## src/rtl/pio_timing_pkg.sv

```systemverilog
package pio_timing_pkg;

    localparam int PH_CNT_W  = 8;
    localparam int MODE_W    = 3;
    localparam int NUM_MODES = 5;

    typedef enum logic [2:0] {
        PH_IDLE    = 3'd0,
        PH_SETUP   = 3'd1,
        PH_STROBE  = 3'd2,
        PH_HOLD    = 3'd3,
        PH_RECOVER = 3'd4
    } phase_e;

    typedef logic [PH_CNT_W-1:0] cnt_t;

    typedef struct packed {
        cnt_t setup;
        cnt_t strobe;
        cnt_t hold;
        cnt_t recover;
    } phase_cnt_t;

    function automatic int to_cycles(int ns, int clk_ns);
        return (ns + clk_ns) / clk_ns;
    endfunction

    function automatic int cycle_ns(int m);
        case (m)
            0: return 600;
            1: return 383;
            2: return 240;
            3: return 180;
            default: return 120;
        endcase
    endfunction

    function automatic int setup_ns(int m);
        case (m)
            0: return 70;
            1: return 50;
            4: return 25;
            default: return 30;
        endcase
    endfunction

    function automatic int strobe_ns(int m);
        case (m)
            3: return 80;
            4: return 70;
            default: return 290;
        endcase
    endfunction

    function automatic int dhold_ns(int m);
        case (m)
            0: return 30;
            1: return 20;
            2: return 15;
            default: return 10;
        endcase
    endfunction

    function automatic int ahold_ns(int m);
        case (m)
            0: return 20;
            1: return 15;
            default: return 10;
        endcase
    endfunction

    // Phase counts for one mode; recovery pads the cycle up to the
    // minimum cycle length and never drops below one clock.
    function automatic phase_cnt_t mode_counts(int m, int clk_ns);
        int s, a, dh, ah, h, t0, rec;
        phase_cnt_t r;
        s   = to_cycles(setup_ns(m), clk_ns);
        a   = to_cycles(strobe_ns(m), clk_ns);
        dh  = to_cycles(dhold_ns(m), clk_ns);
        ah  = to_cycles(ahold_ns(m), clk_ns);
        h   = (dh > ah) ? dh : ah;
        t0  = to_cycles(cycle_ns(m), clk_ns);
        rec = t0 - (s + a + h);
        if (rec < 1) rec = 1;
        r.setup   = cnt_t'(s);
        r.strobe  = cnt_t'(a);
        r.hold    = cnt_t'(h);
        r.recover = cnt_t'(rec);
        return r;
    endfunction

endpackage

```

## src/rtl/pio_mode_table.sv

```systemverilog
module pio_mode_table
    import pio_timing_pkg::*;
#(
    parameter int CLK_NS = 8
) (
    input  logic              clk,
    input  logic              rst,
    input  logic              mode_wr,
    input  logic [MODE_W-1:0] mode_val,
    output logic [MODE_W-1:0] mode_q,
    output phase_cnt_t        counts
);

    phase_cnt_t tbl [NUM_MODES];

    for (genvar m = 0; m < NUM_MODES; m++) begin : g_mode
        localparam phase_cnt_t ENTRY = mode_counts(m, CLK_NS);
        assign tbl[m] = ENTRY;
    end

    always_ff @(posedge clk) begin
        if (rst) begin
            mode_q <= '0;
        end else if (mode_wr && (mode_val < MODE_W'(NUM_MODES))) begin
            mode_q <= mode_val;
        end
    end

    always_comb begin
        counts = tbl[0];
        for (int i = 0; i < NUM_MODES; i++) begin
            if (mode_q == MODE_W'(i)) counts = tbl[i];
        end
    end

endmodule

```

## src/rtl/pio_phase_seq.sv

```systemverilog
module pio_phase_seq
    import pio_timing_pkg::*;
(
    input  logic       clk,
    input  logic       rst,
    input  logic       start,
    input  phase_cnt_t cfg,
    output phase_e     phase,
    output logic       fin,
    output logic       strobe_end
);

    cnt_t       cnt;
    phase_cnt_t cfg_q;
    logic       last;

    assign last       = (cnt == '0);
    assign strobe_end = (phase == PH_STROBE) && last;

    always_ff @(posedge clk) begin
        if (rst) begin
            phase <= PH_IDLE;
            cnt   <= '0;
            cfg_q <= '0;
            fin   <= 1'b0;
        end else begin
            fin <= 1'b0;
            case (phase)
                PH_IDLE: begin
                    if (start) begin
                        cfg_q <= cfg;
                        cnt   <= cfg.setup - cnt_t'(1);
                        phase <= PH_SETUP;
                    end
                end
                PH_SETUP: begin
                    if (last) begin
                        cnt   <= cfg_q.strobe - cnt_t'(1);
                        phase <= PH_STROBE;
                    end else begin
                        cnt <= cnt - cnt_t'(1);
                    end
                end
                PH_STROBE: begin
                    if (last) begin
                        cnt   <= cfg_q.hold - cnt_t'(1);
                        phase <= PH_HOLD;
                    end else begin
                        cnt <= cnt - cnt_t'(1);
                    end
                end
                PH_HOLD: begin
                    if (last) begin
                        cnt   <= cfg_q.recover - cnt_t'(1);
                        phase <= PH_RECOVER;
                    end else begin
                        cnt <= cnt - cnt_t'(1);
                    end
                end
                PH_RECOVER: begin
                    if (last) begin
                        phase <= PH_IDLE;
                        fin   <= 1'b1;
                    end else begin
                        cnt <= cnt - cnt_t'(1);
                    end
                end
                default: phase <= PH_IDLE;
            endcase
        end
    end

endmodule

```

## src/rtl/pio_bus_drive.sv

```systemverilog
module pio_bus_drive
    import pio_timing_pkg::*;
#(
    parameter int ADDR_W = 5,
    parameter int DATA_W = 16
) (
    input  logic              clk,
    input  logic              rst,
    input  logic              accept,
    input  logic              we,
    input  logic [ADDR_W-1:0] addr,
    input  logic [DATA_W-1:0] wdata,
    input  phase_e            phase,
    input  logic              strobe_end,
    input  logic [DATA_W-1:0] bus_din,
    output logic [ADDR_W-1:0] bus_addr,
    output logic              bus_addr_valid,
    output logic              bus_rd_n,
    output logic              bus_wr_n,
    output logic [DATA_W-1:0] bus_dout,
    output logic              bus_dout_en,
    output logic [DATA_W-1:0] rdata
);

    logic              we_q;
    logic [ADDR_W-1:0] addr_q;
    logic [DATA_W-1:0] wdata_q;
    logic              strobing;

    always_ff @(posedge clk) begin
        if (rst) begin
            we_q    <= 1'b0;
            addr_q  <= '0;
            wdata_q <= '0;
            rdata   <= '0;
        end else begin
            if (accept) begin
                we_q    <= we;
                addr_q  <= addr;
                wdata_q <= wdata;
            end
            if (strobe_end && !we_q) rdata <= bus_din;
        end
    end

    assign strobing       = (phase == PH_STROBE);
    assign bus_addr_valid = (phase == PH_SETUP) || strobing || (phase == PH_HOLD);
    assign bus_rd_n       = !(strobing && !we_q);
    assign bus_wr_n       = !(strobing && we_q);
    assign bus_addr       = addr_q;
    assign bus_dout       = wdata_q;
    assign bus_dout_en    = we_q && bus_addr_valid;

endmodule

```

## src/rtl/pio_cycle_gen.sv

```systemverilog
module pio_cycle_gen
    import pio_timing_pkg::*;
#(
    parameter int CLK_NS = 8,
    parameter int ADDR_W = 5,
    parameter int DATA_W = 16
) (
    input  logic              clk,
    input  logic              rst,
    input  logic              mode_wr,
    input  logic [2:0]        mode_val,
    output logic [2:0]        active_mode,
    input  logic              req,
    input  logic              we,
    input  logic [ADDR_W-1:0] addr,
    input  logic [DATA_W-1:0] wdata,
    output logic              ack,
    output logic [DATA_W-1:0] rdata,
    output logic [ADDR_W-1:0] bus_addr,
    output logic              bus_addr_valid,
    output logic              bus_rd_n,
    output logic              bus_wr_n,
    output logic [DATA_W-1:0] bus_dout,
    output logic              bus_dout_en,
    input  logic [DATA_W-1:0] bus_din
);

    phase_cnt_t counts;
    phase_e     phase;
    logic       strobe_end;
    logic       accept;

    assign accept = req && (phase == PH_IDLE) && !ack;

    pio_mode_table #(.CLK_NS(CLK_NS)) u_mode (
        .clk      (clk),
        .rst      (rst),
        .mode_wr  (mode_wr),
        .mode_val (mode_val),
        .mode_q   (active_mode),
        .counts   (counts)
    );

    pio_phase_seq u_seq (
        .clk        (clk),
        .rst        (rst),
        .start      (accept),
        .cfg        (counts),
        .phase      (phase),
        .fin        (ack),
        .strobe_end (strobe_end)
    );

    pio_bus_drive #(.ADDR_W(ADDR_W), .DATA_W(DATA_W)) u_bus (
        .clk            (clk),
        .rst            (rst),
        .accept         (accept),
        .we             (we),
        .addr           (addr),
        .wdata          (wdata),
        .phase          (phase),
        .strobe_end     (strobe_end),
        .bus_din        (bus_din),
        .bus_addr       (bus_addr),
        .bus_addr_valid (bus_addr_valid),
        .bus_rd_n       (bus_rd_n),
        .bus_wr_n       (bus_wr_n),
        .bus_dout       (bus_dout),
        .bus_dout_en    (bus_dout_en),
        .rdata          (rdata)
    );

endmodule

```

## config.mk

```make
export PLATFORM = sky130hd
export DESIGN_NAME = pio_cycle_gen
export DESIGN_NICKNAME = d
export VERILOG_FILES = /design/src/rtl/pio_timing_pkg.sv /design/src/rtl/pio_mode_table.sv /design/src/rtl/pio_phase_seq.sv /design/src/rtl/pio_bus_drive.sv /design/src/rtl/pio_cycle_gen.sv
export SDC_FILE = /design/constraint.sdc
export NUM_CORES = 1
export LEC_CHECK = 0
export BUFFER_PORTS_ARGS = -buffer_cell sky130_fd_sc_hd__buf_2
export CORE_AREA = 2 2 82 84
export DETAILED_ROUTE_END_ITERATION = 10
export DIE_AREA = 0 0 84 86
export PLACE_DENSITY = 0.84
export SYNTH_ARGS = -nofsm -noshare
export SYNTH_HDL_FRONTEND = slang
export SYNTH_SLANG_ARGS = --single-unit
export TNS_END_PERCENT = 20
```

## constraint.sdc

```tcl
create_clock -name clk -period 2.7 [get_ports clk]
set_clock_uncertainty 0.05 [all_clocks]
set_input_delay 0.54 -clock clk [delete_from_list [all_inputs] [get_ports clk]]
set_output_delay 0.54 -clock clk [all_outputs]
set_load 0.05 [all_outputs]
```

==> results of run 1 <==
[flip-flops by register name, indices dropped and copies added (netlist names)]
| signal | flops |
|---|---|
| u_bus.bus_dout | 16 |
| u_bus.rdata | 16 |
| u_seq.cfg_q | 9 |
| u_seq.cnt | 8 |
| u_bus.bus_addr | 5 |
| u_mode.mode_q | 3 |
| u_seq.phase | 3 |
| u_bus.we_q | 1 |
| u_seq.fin | 1 |
[repair_timing]
item                                    in CTS  in global routing
hold buffers                                 0                  0
gates resized for setup                      0                  1
buffers inserted                             0                  0
endpoints found under the setup margin       0                  1
[layer usage]
metal / routed length [µm] / GRT usage / vias up
met5: 0 / 0 / -
met4: 182 / 0.104 / 0
met3: 542 / 0.0549 / 16
met2: 3870 / 0.373 / 138
met1: 3400 / 0.273 / 1434
li1: - / - / 1525
[final timing paths]
check	from	endpoint	slack, ns	cells past startpoint
max	u_seq.phase[1]	bus_rd_n	0.13	4
min	wdata[15]	u_bus.bus_dout[15]	0.37	3
max reg2reg	u_seq.cnt[0]	u_seq.cnt[2]	0.39	7
min reg2reg	u_bus.rdata[15]	u_bus.rdata[15]	0.40	2
[final cells by class]
| cell class | instances | area (µm²) | share of cell area |
|---|---|---|---|
| inverter | 14 | 52.6 | 0.0138 |
| tap | 77 | 96.3 | 0.0253 |
| clock buffer | 10 | 138 | 0.0361 |
| sequential | 62 | 1240 | 0.325 |
| timing repair buffer | 97 | 505 | 0.133 |
| multi-input combinational | 296 | 1690 | 0.443 |
| clock inverter | 6 | 92.6 | 0.0243 |
[power groups by stage]
stage                     combinational (µW)  clock, µW  sequential, µW
after floorplan                         1410          0            1580
after global placement                  2040          0            1300
after detailed placement                2080          0            1310
after CTS                               2110        954            1290
after global routing                    2310        997            1320
final                                   2130        946            1300
[per-stage QoR]
step	cells	worst slack [ns]	total power [µW]	util
after floorplan	396	0.619	2990	-
after global routing	562	0.00396	4630	0.608
final	562	0.133	4380	0.608
after detailed placement	546	0.464	3390	0.571
after global placement	546	0.515	3340	0.571
after CTS	562	0.0811	4350	0.607
[kinds of logic (layout without fill, tap and decap cells)]
logic type,count (synthesis),in the layout,share of synthesized area
buffers and inverters,38,127,0.0607
AO/OA/AOI/OAI,99,99,0.199
AND/OR/NAND/NOR,176,176,0.271
XOR/XNOR,10,10,0.0281
multiplexers,4,4,0.0141
adder cells (fa/ha/maj),7,7,0.0281
flip-flops,62,62,0.399
[worst min-delay path: cells and delay by family]
| family | cells | cell delay (ns) |
|---|---|---|
| AO/OA/AOI/OAI | 1 | 0.05 |
| buffers and inverters | 1 | 0.09 |
| AND/OR/NAND/NOR | 1 | 0.04 |
[cell usage in the layout (no fill, tap or decap), types with 4 or more instances in the layout]
master	count
dfxtp_1	62
nand2_1	110
o21ai_0	7
ha_1	7
xor2_1	6
xnor2_1	4
a31oi_1	4
nand3_1	4
nor2_1	14
clkbuf_8	10
buf_4	8
buf_2	89
nand2b_1	4
nor3_1	9
a21oi_1	59
inv_1	14
or3_1	4
nor2b_1	4
==> impl_metrics.csv, run 1 <==
group,metric,value,unit
routing,first_iter_violations,234,
critical_path,critPathBufInv,1,
global_routing,grt.total_usage,0.223,
floorplan,coreArea,6280,µm²
layout,final.fill_count,567,
flow_run,drv_cap,0,
yosys,synth-seq-cells,62,
clock_network,cts_tree,"built",
critical_path,max_stage_delay,0.61,ns
yosys,synth_area,3110,µm²
yosys,synthFlopType,"dfxtp_1",
routing,post-route-drc-count,0,
global_routing,overflow,0,
routing,drtAntennaViolNets,0,
global_routing,antenna_found_initial,0,
critical_path,path_cells,"nor2b_2, nand2_1, or2_2, buf_2",
timing,fmax,0.390,GHz
global_routing,grt_pass1_vias,2930,
layout,nets,532,
timing,slew_headroom,0.478,
timing,hold_ws,0.370,ns
yosys,post-synth-top-area-fraction,0.399,
critical_path,setup.worst_path.start_class,"flip-flop",
timing,fin_crit,2.57,ns
floorplan,rows,29,
routing,wl_per_cell,14.2,µm
clock_network,root_buffer,"clkbuf_8",
routing,vias,3113,
timing,setup_violations,0,
place,portBuffers,89,
timing,tightest_slew,0.783,ns
layout,area_growth_syn_to_layout,22.6,%
clock_network,clock_latency,0.35,ns
yosys,synthTopCellsByCount,"nand2_1 (110), dfxtp_1 (62), a21oi_1 (59), inv_1 (14), nor2_1 (14)",
critical_path,cp.arrival,1.98,ns
layout,diodes,0,
yosys,syn_inst,396,
clock_network,path_clk_slew,0.08,ns
floorplan,fp.dieH,86,µm
yosys,synth_edf_count,0,
floorplan,die_w,84,µm
timing,drv_slew,0,
pwr,p_per_area,1150,nW/µm²
min_path,hold_class,"in -> reg",
global_routing,grt_pass1_wl,13200,µm
yosys,synth.largest_area_cell,"dfxtp_1",
routing,drtPass1Iterations,5,
floorplan,dieArea,7220,µm²
yosys,synth_area_leaders,"dfxtp_1 (40%), nand2_1 (13%), a21oi_1 (9.5%)",
pwr,ir_worst_vdd,0.571,mV
clock_network,clock_tree.htree_level_count,3,
yosys,yosysMostFrequentCell,"nand2_1",
place,dp_hpwl,5750,µm
pwr,switching_share,0.455,
critical_path,required,2.11,ns
critical_path,critical-path-top-delay-family,"simple AND/OR/NAND/NOR gates",
pwr,p_clk_frac,0.216,
routing,vias_per_cell,5.54,
timing,tns,0,ns
pwr,p_int,2390,µW
yosys,syn_nets,448,
critical_path,critical_path.slowest_cell,"dfxtp_1",
critical_path,crit_fanout,14,
timing,rsz0062_at_grt,"false",
yosys,synth-async-reset-ratio,0,
layout,final_layout_size_suffix_gt1_frac,0.282,
yosys,synth.distinct_cells,59,
place,gp_congestion,0.916,
pwr,p_seq_frac,0.297,
timing,hold_violations,0,
critical_path,crit_path_end_kind,"output port",
yosys,syn_avg_cell_area,7.86,µm²
layout,final_cell_area,3810,µm²
floorplan,ios,90,
pwr,switching_power,1990,µW
clock_network,cts_buffers,9,
yosys,seq_area_frac_synth,0.399,
global_routing,grt_start_max_net_pins,43,
timing,fin_crit_sh,0.951,
clock_network,clockBufferDepth,2,
floorplan,start_util,0.496,
place,placedInstanceArea,3580,µm²
routing,routed_wl,8000,µm
yosys,ys.warnings.count,0,
critical_path,critical_path_class,"reg -> out",
clock_network,clkSinkCount,62,
pwr,p_leak,0.00165,µW
status,outcome,"finished clean",
pwr,power_frac_comb,0.487,
Note: power is estimated with default switching activity, not from simulation.
==> run 2, diff against run 1 <==
--- a/config.mk
+++ b/config.mk
@@ -5,11 +5,12 @@
 export SDC_FILE = /design/constraint.sdc
 export NUM_CORES = 1
 export LEC_CHECK = 0
+export ABC_AREA = 1
 export BUFFER_PORTS_ARGS = -buffer_cell sky130_fd_sc_hd__buf_2
-export CORE_AREA = 2 2 82 84
+export CORE_AREA = 2 2 81 83
 export DETAILED_ROUTE_END_ITERATION = 10
-export DIE_AREA = 0 0 84 86
-export PLACE_DENSITY = 0.84
+export DIE_AREA = 0 0 83 85
+export PLACE_DENSITY = 0.85
 export SYNTH_ARGS = -nofsm -noshare
 export SYNTH_HDL_FRONTEND = slang
 export SYNTH_SLANG_ARGS = --single-unit
==> impl_metrics.csv, run 2 <==
group,metric,value,unit
status,outcome,"finished clean",
layout,nets,585,
global_routing,overflow,0,
yosys,synth_edf_count,0,
clock_network,post_cts_buffers,0,
layout,area_growth_syn_to_layout,24.0,%
clock_network,clockBufferDepth,2,
floorplan,fp.dieH,85,µm
floorplan,dieArea,7060,µm²
timing,tns,0,ns
layout,final.fill_count,536,
routing,first_iter_violations,187,
flow_run,drv_cap,0,
routing,wl_per_cell,12.6,µm
routing,post-route-drc-count,0,
pwr,p_clk_frac,0.185,
layout,final_common_cell,"nor2_1",
timing,fin_crit_sh,0.806,
pwr,power_frac_comb,0.547,
place,gp_congestion,0.876,
global_routing,antenna_found_initial,0,
critical_path,r2r_cells,9,
clock_network,clkSinkCount,62,
clock_network,holdBufCountCts,0,
clock_network,cts_tree,"built",
routing,vias_per_cell,5.06,
layout,post-route-util,0.605,
routing,drtPass1Iterations,4,
yosys,synth_area,3030,µm²
pwr,switching_share,0.510,
layout,diodes,0,
timing,setup_ws,0.524,ns
yosys,synth-seq-cells,62,
critical_path,crit_fanout,6,
yosys,syn_nets,496,
pwr,p_seq_frac,0.269,
global_routing,grt_pass1_wl,12800,µm
floorplan,rows,29,
global_routing,use_met1,0.249,
pwr,switching_power,2650,µW
critical_path,required,2.11,ns
yosys,yosysMostFrequentCell,"nor2_1",
global_routing,grt_pass1_vias,2955,
timing,setup_violations,0,
layout,final_layout_size_suffix_gt1_frac,0.238,
global_routing,grt.busiest_layer,"met2",
global_routing,grt_start_max_net_pins,33,
critical_path,cp.arrival,1.59,ns
routing,routed_wl,7740,µm
yosys,synth.largest_area_cell,"dfxtp_1",
yosys,synth_area_leaders,"dfxtp_1 (41%), nor2_1 (13%), nand2_1 (9.3%)",
routing,drtAntennaViolNets,0,
layout,final_cell_mix,"nor2_1 (107), buf_2 (89), nand2_1 (75), dfxtp_1 (62), o21ai_0 (56)",
floorplan,die_w,83,µm
yosys,syn_inst,444,
place,portBuffers,89,
yosys,seq_area_frac_synth,0.410,
clock_network,path_clk_slew,0.07,ns
place,dpl_worst_slack,0.650,ns
place,dp_hpwl,5540,µm
timing,hold_violations,0,
clock_network,cts_buffers,9,
global_routing,grt.total_usage,0.220,
critical_path,critical_path_class,"reg -> out",
timing,fin_crit,2.18,ns
floorplan,ios,90,
critical_path,setup.worst_path.start_class,"flip-flop",
floorplan,coreArea,6200,µm²
timing,rsz0062_at_grt,"false",
yosys,post-synth-top-area-fraction,0.410,
routing,vias,3109,
pwr,p_leak,0.00192,µW
layout,multiInputGateArea,1540,µm²
timing,slew_headroom,0.479,
floorplan,start_util,0.488,
timing,tightest_slew,0.781,ns
min_path,whs_path_depth,3,
layout,ff_latch_area,1240,µm²
global_routing,use_met2,0.389,
yosys,synthTopCellsByCount,"nor2_1 (107), nand2_1 (75), dfxtp_1 (62), o21ai_0 (56), inv_1 (39)",
global_routing,met3_usage,0.0681,
yosys,synthFlopType,"dfxtp_1",
clock_network,clock_latency,0.34,ns
pwr,ir_worst_vdd,0.791,mV
pwr,p_per_area,1390,nW/µm²
clock_network,cts_resized,0,
yosys,syn_avg_cell_area,6.82,µm²
clock_network,clock_tree.htree_level_count,3,
yosys,synth.distinct_cells,32,
timing,drv_slew,0,
yosys,synth-async-reset-ratio,0,
critical_path,crit_path_end_kind,"output port",
min_path,hold_class,"in -> reg",
pwr,p_int,2550,µW
clock_network,root_buffer,"clkbuf_8",
yosys,ys.warnings.count,0,
timing,fmax,0.460,GHz
run 2: cell types whose count changed after synthesis, sizes merged, moves of 5 or more:
cell    change
nor2       +96
o21ai      +50
a21oi      -34
nand2      -31
inv        +30
nand3      +21
buf         -5
clkbuf      -5
nor2b       -5
nor3        -5
xor2        -5
run 2: critical path: stages (launching register included):
cell and delay (ns):
dfxtp_1 0.46, nor2_4 0.08, nor2_1 0.23, inv_1 0.12, nor2_1 0.10, buf_2 0.27
run 2: per-stage QoR:
| step | total power [µW] | instance area, µm² | std cells | hold WS, ns |
|---|---|---|---|---|
| 2_1_floorplan | 3620 | 3030 | 444 | 0.389 |
| 3_3_place_gp | 4160 | 3510 | 599 | 0.404 |
| 3_5_place_dp | 4210 | 3510 | 599 | 0.413 |
| 4_1_cts | 5200 | 3750 | 615 | 0.368 |
| 5_1_grt | 5590 | 3750 | 615 | 0.370 |
| 6_report | 5210 | 3750 | 615 | 0.373 |
run 2: path summary, 6_finish.rpt:
| kind | startpoint | to | slack (ns) |
|---|---|---|---|
| setup / recovery | u_seq.phase[0] | bus_dout_en | 0.52 |
| hold / removal | addr[2] | u_bus.bus_addr[2] | 0.37 |
| setup reg to reg | u_seq.cnt[0] | u_bus.rdata[13] | 0.60 |
| hold reg to reg | u_seq.cfg_q[9] | u_seq.cfg_q[9] | 0.42 |
run 2: power groups by stage:
stage	Sequential (µW)	Combinational (µW)	Clock, µW
2_1_floorplan	1980	1640	0
3_3_place_gp	1400	2760	0
3_5_place_dp	1400	2810	0
4_1_cts	1400	2830	973
5_1_grt	1430	3130	1020
6_report	1400	2850	962
run 2: final cells by class:
| cell class | count | share of cell area |
|---|---|---|
| Clock buffer | 12 | 0.0440 |
| Clock inverter | 4 | 0.0203 |
| Inverter | 44 | 0.0440 |
| Multi-Input combinational cell | 324 | 0.411 |
| Sequential cell | 62 | 0.331 |
| Tap cell | 77 | 0.0257 |
| Timing Repair Buffer | 92 | 0.125 |
run 2: kinds of logic after synthesis:
logic type	after synthesis	share of synthesized area
compound gates	88	0.153
flops	62	0.410
buf+inv	58	0.0806
xor+xnor	3	0.00868
simple gates	226	0.319
fa+ha+maj	7	0.0289
run 2: layer usage:
layer	routed length, µm	up-vias	share of wire
li1	-	1598	-
met1	3350	1387	0.43
met2	3720	106	0.48
met3	522	18	0.067
met4	154	0	0.020
met5	0	-	0
==> run 3, diff against run 2 <==
==> constraint.sdc (replaced) <==
create_clock -name clk -period 2.15 [get_ports clk]
set_clock_uncertainty 0.05 [all_clocks]
set_input_delay 0.43 -clock clk [delete_from_list [all_inputs] [get_ports clk]]
set_output_delay 0.43 -clock clk [all_outputs]
set_load 0.05 [all_outputs]
==> impl_metrics.csv, run 3 (same netlist as run 2, synthesis figures left out) <==
group,metric,value,unit
critical_path,crit_fanout,7,
pwr,p_per_area,1710,nW/µm²
timing,fmax,0.500,GHz
timing,tightest_slew,0.554,ns
clock_network,clockBufferDepth,2,
layout,nets,586,
layout,final.fill_count,553,
routing,vias,3160,
critical_path,r2r_setup_slack,0.32,ns
floorplan,die_w,83,µm
place,dp_cells,600,
routing,wl_per_cell,12.5,µm
layout,final_common_cell,"nor2_1",
min_path,hold_class,"in -> reg",
critical_path,r2r_cells,6,
clock_network,path_clk_slew,0.08,ns
place,gp_congestion,1.03,
clock_network,clock_latency,0.34,ns
floorplan,coreArea,6200,µm²
global_routing,antenna_found_initial,0,
floorplan,rows,29,
layout,multiInputGateArea,1550,µm²
flow_run,drv_cap,0,
clock_network,root_buffer,"clkbuf_8",
routing,first_iter_violations,240,
timing,tns,0,ns
layout,ff_latch_area,1240,µm²
timing,hold_violations,0,
critical_path,cp.arrival,1.52,ns
floorplan,start_util,0.488,
timing,fin_crit_sh,0.931,
clock_network,cts_tree,"built",
global_routing,grt.total_usage,0.220,
routing,drtPass1Iterations,5,
timing,fin_crit,2.00,ns
clock_network,clkSinkCount,62,
global_routing,grt_pass1_vias,2986,
global_routing,overflow,0,
pwr,p_leak,0.00191,µW
clock_network,cts_resized,0,
global_routing,grt_pass1_wl,12800,µm
pwr,ir_worst_vdd,1.10,mV
timing,rsz0062_at_grt,"false",
timing,drv_slew,0,
critical_path,crit_path_end_kind,"output port",
layout,final_layout_size_suffix_gt1_frac,0.243,
floorplan,dieArea,7060,µm²
routing,vias_per_cell,5.13,
floorplan,fp.dieH,85,µm
floorplan,ios,90,
routing,drtAntennaViolNets,0,
clock_network,post_cts_buffers,0,
place,dp_hpwl,5710,µm
layout,final_cells,616,
clock_network,cts_buffers,9,
status,outcome,"finished clean",
min_path,whs_path_depth,3,
routing,routed_wl,7690,µm
clock_network,clock_tree.htree_level_count,3,
timing,setup_violations,0,
layout,final_cell_mix,"nor2_1 (105), buf_2 (89), nand2_1 (75), dfxtp_1 (62), o21ai_0 (56)",
layout,diodes,0,
critical_path,critical_path_class,"reg -> out",
place,portBuffers,89,
critical_path,required,1.67,ns
timing,slew_headroom,0.630,
global_routing,grt_start_max_net_pins,39,
critical_path,setup.worst_path.start_class,"flip-flop",
layout,area_growth_syn_to_layout,23.0,%
routing,post-route-drc-count,0,
clock_network,holdBufCountCts,0,
## run 3: cell count changes in the layout (fill, tap and decap cells not counted), moves of 2 or more
| cell | delta |
|---|---|
| clkinv_2 | +2 |
| clkbuf_8 | -3 |
| nor2_1 | -2 |
| clkinv_4 | +2 |
| nor2_2 | +2 |
## run 3: power by group
part | total, µW | switching, µW | internal [µW]
Sequential | 1750 | 242 | 1510
Combinational | 3590 | 2600 | 984
Clock | 1020 | 481 | 538
Total | 6360 | 3330 | 3030
## run 3: metrics by stage
step	utilization	setup WS [ns]	total power (µW)	hold WS (ns)	cell area [µm²]
global route	0.600	0.0627	6830	0.249	3720
floorplan	-	0.119	4560	0.389	3030
finish	0.600	0.149	6360	0.258	3720
global placement	0.568	0.348	5260	0.400	3530
detailed placement	0.568	0.339	5320	0.408	3530
CTS	0.600	0.151	6360	0.242	3720
## run 3: final cells by class
class	instances	share of cell area
Clock buffer	9	0.0333
Clock inverter	7	0.0198
Inverter	44	0.0444
Multi-Input combinational cell	324	0.416
Sequential cell	62	0.333
Tap cell	77	0.0259
Timing Repair Buffer	93	0.128
## run 3: final timing paths
path / start / endpoint
setup / recovery: u_seq.phase[0] / bus_rd_n
hold / removal: bus_din[6] / u_bus.rdata[6]
setup reg to reg: u_seq.phase[0] / u_seq.cfg_q[0]
hold reg to reg: u_seq.cfg_q[9] / u_seq.cfg_q[9]
## run 3: worst max-delay path: stages (launching register included)
cell and delay (ns):
dfxtp_1 0.46, nor2_1 0.12, nand2_2 0.14, nor2_1 0.07, inv_2 0.12, buf_2 0.28
## run 3: routing by layer
metal | up-vias | GRT usage | part of all wire
li1 | 1598 | - | -
met1 | 1399 | 0.255 | 0.41
met2 | 141 | 0.375 | 0.48
met3 | 22 | 0.0671 | 0.081
met4 | 0 | 0.103 | 0.028
met5 | - | 0 | 0
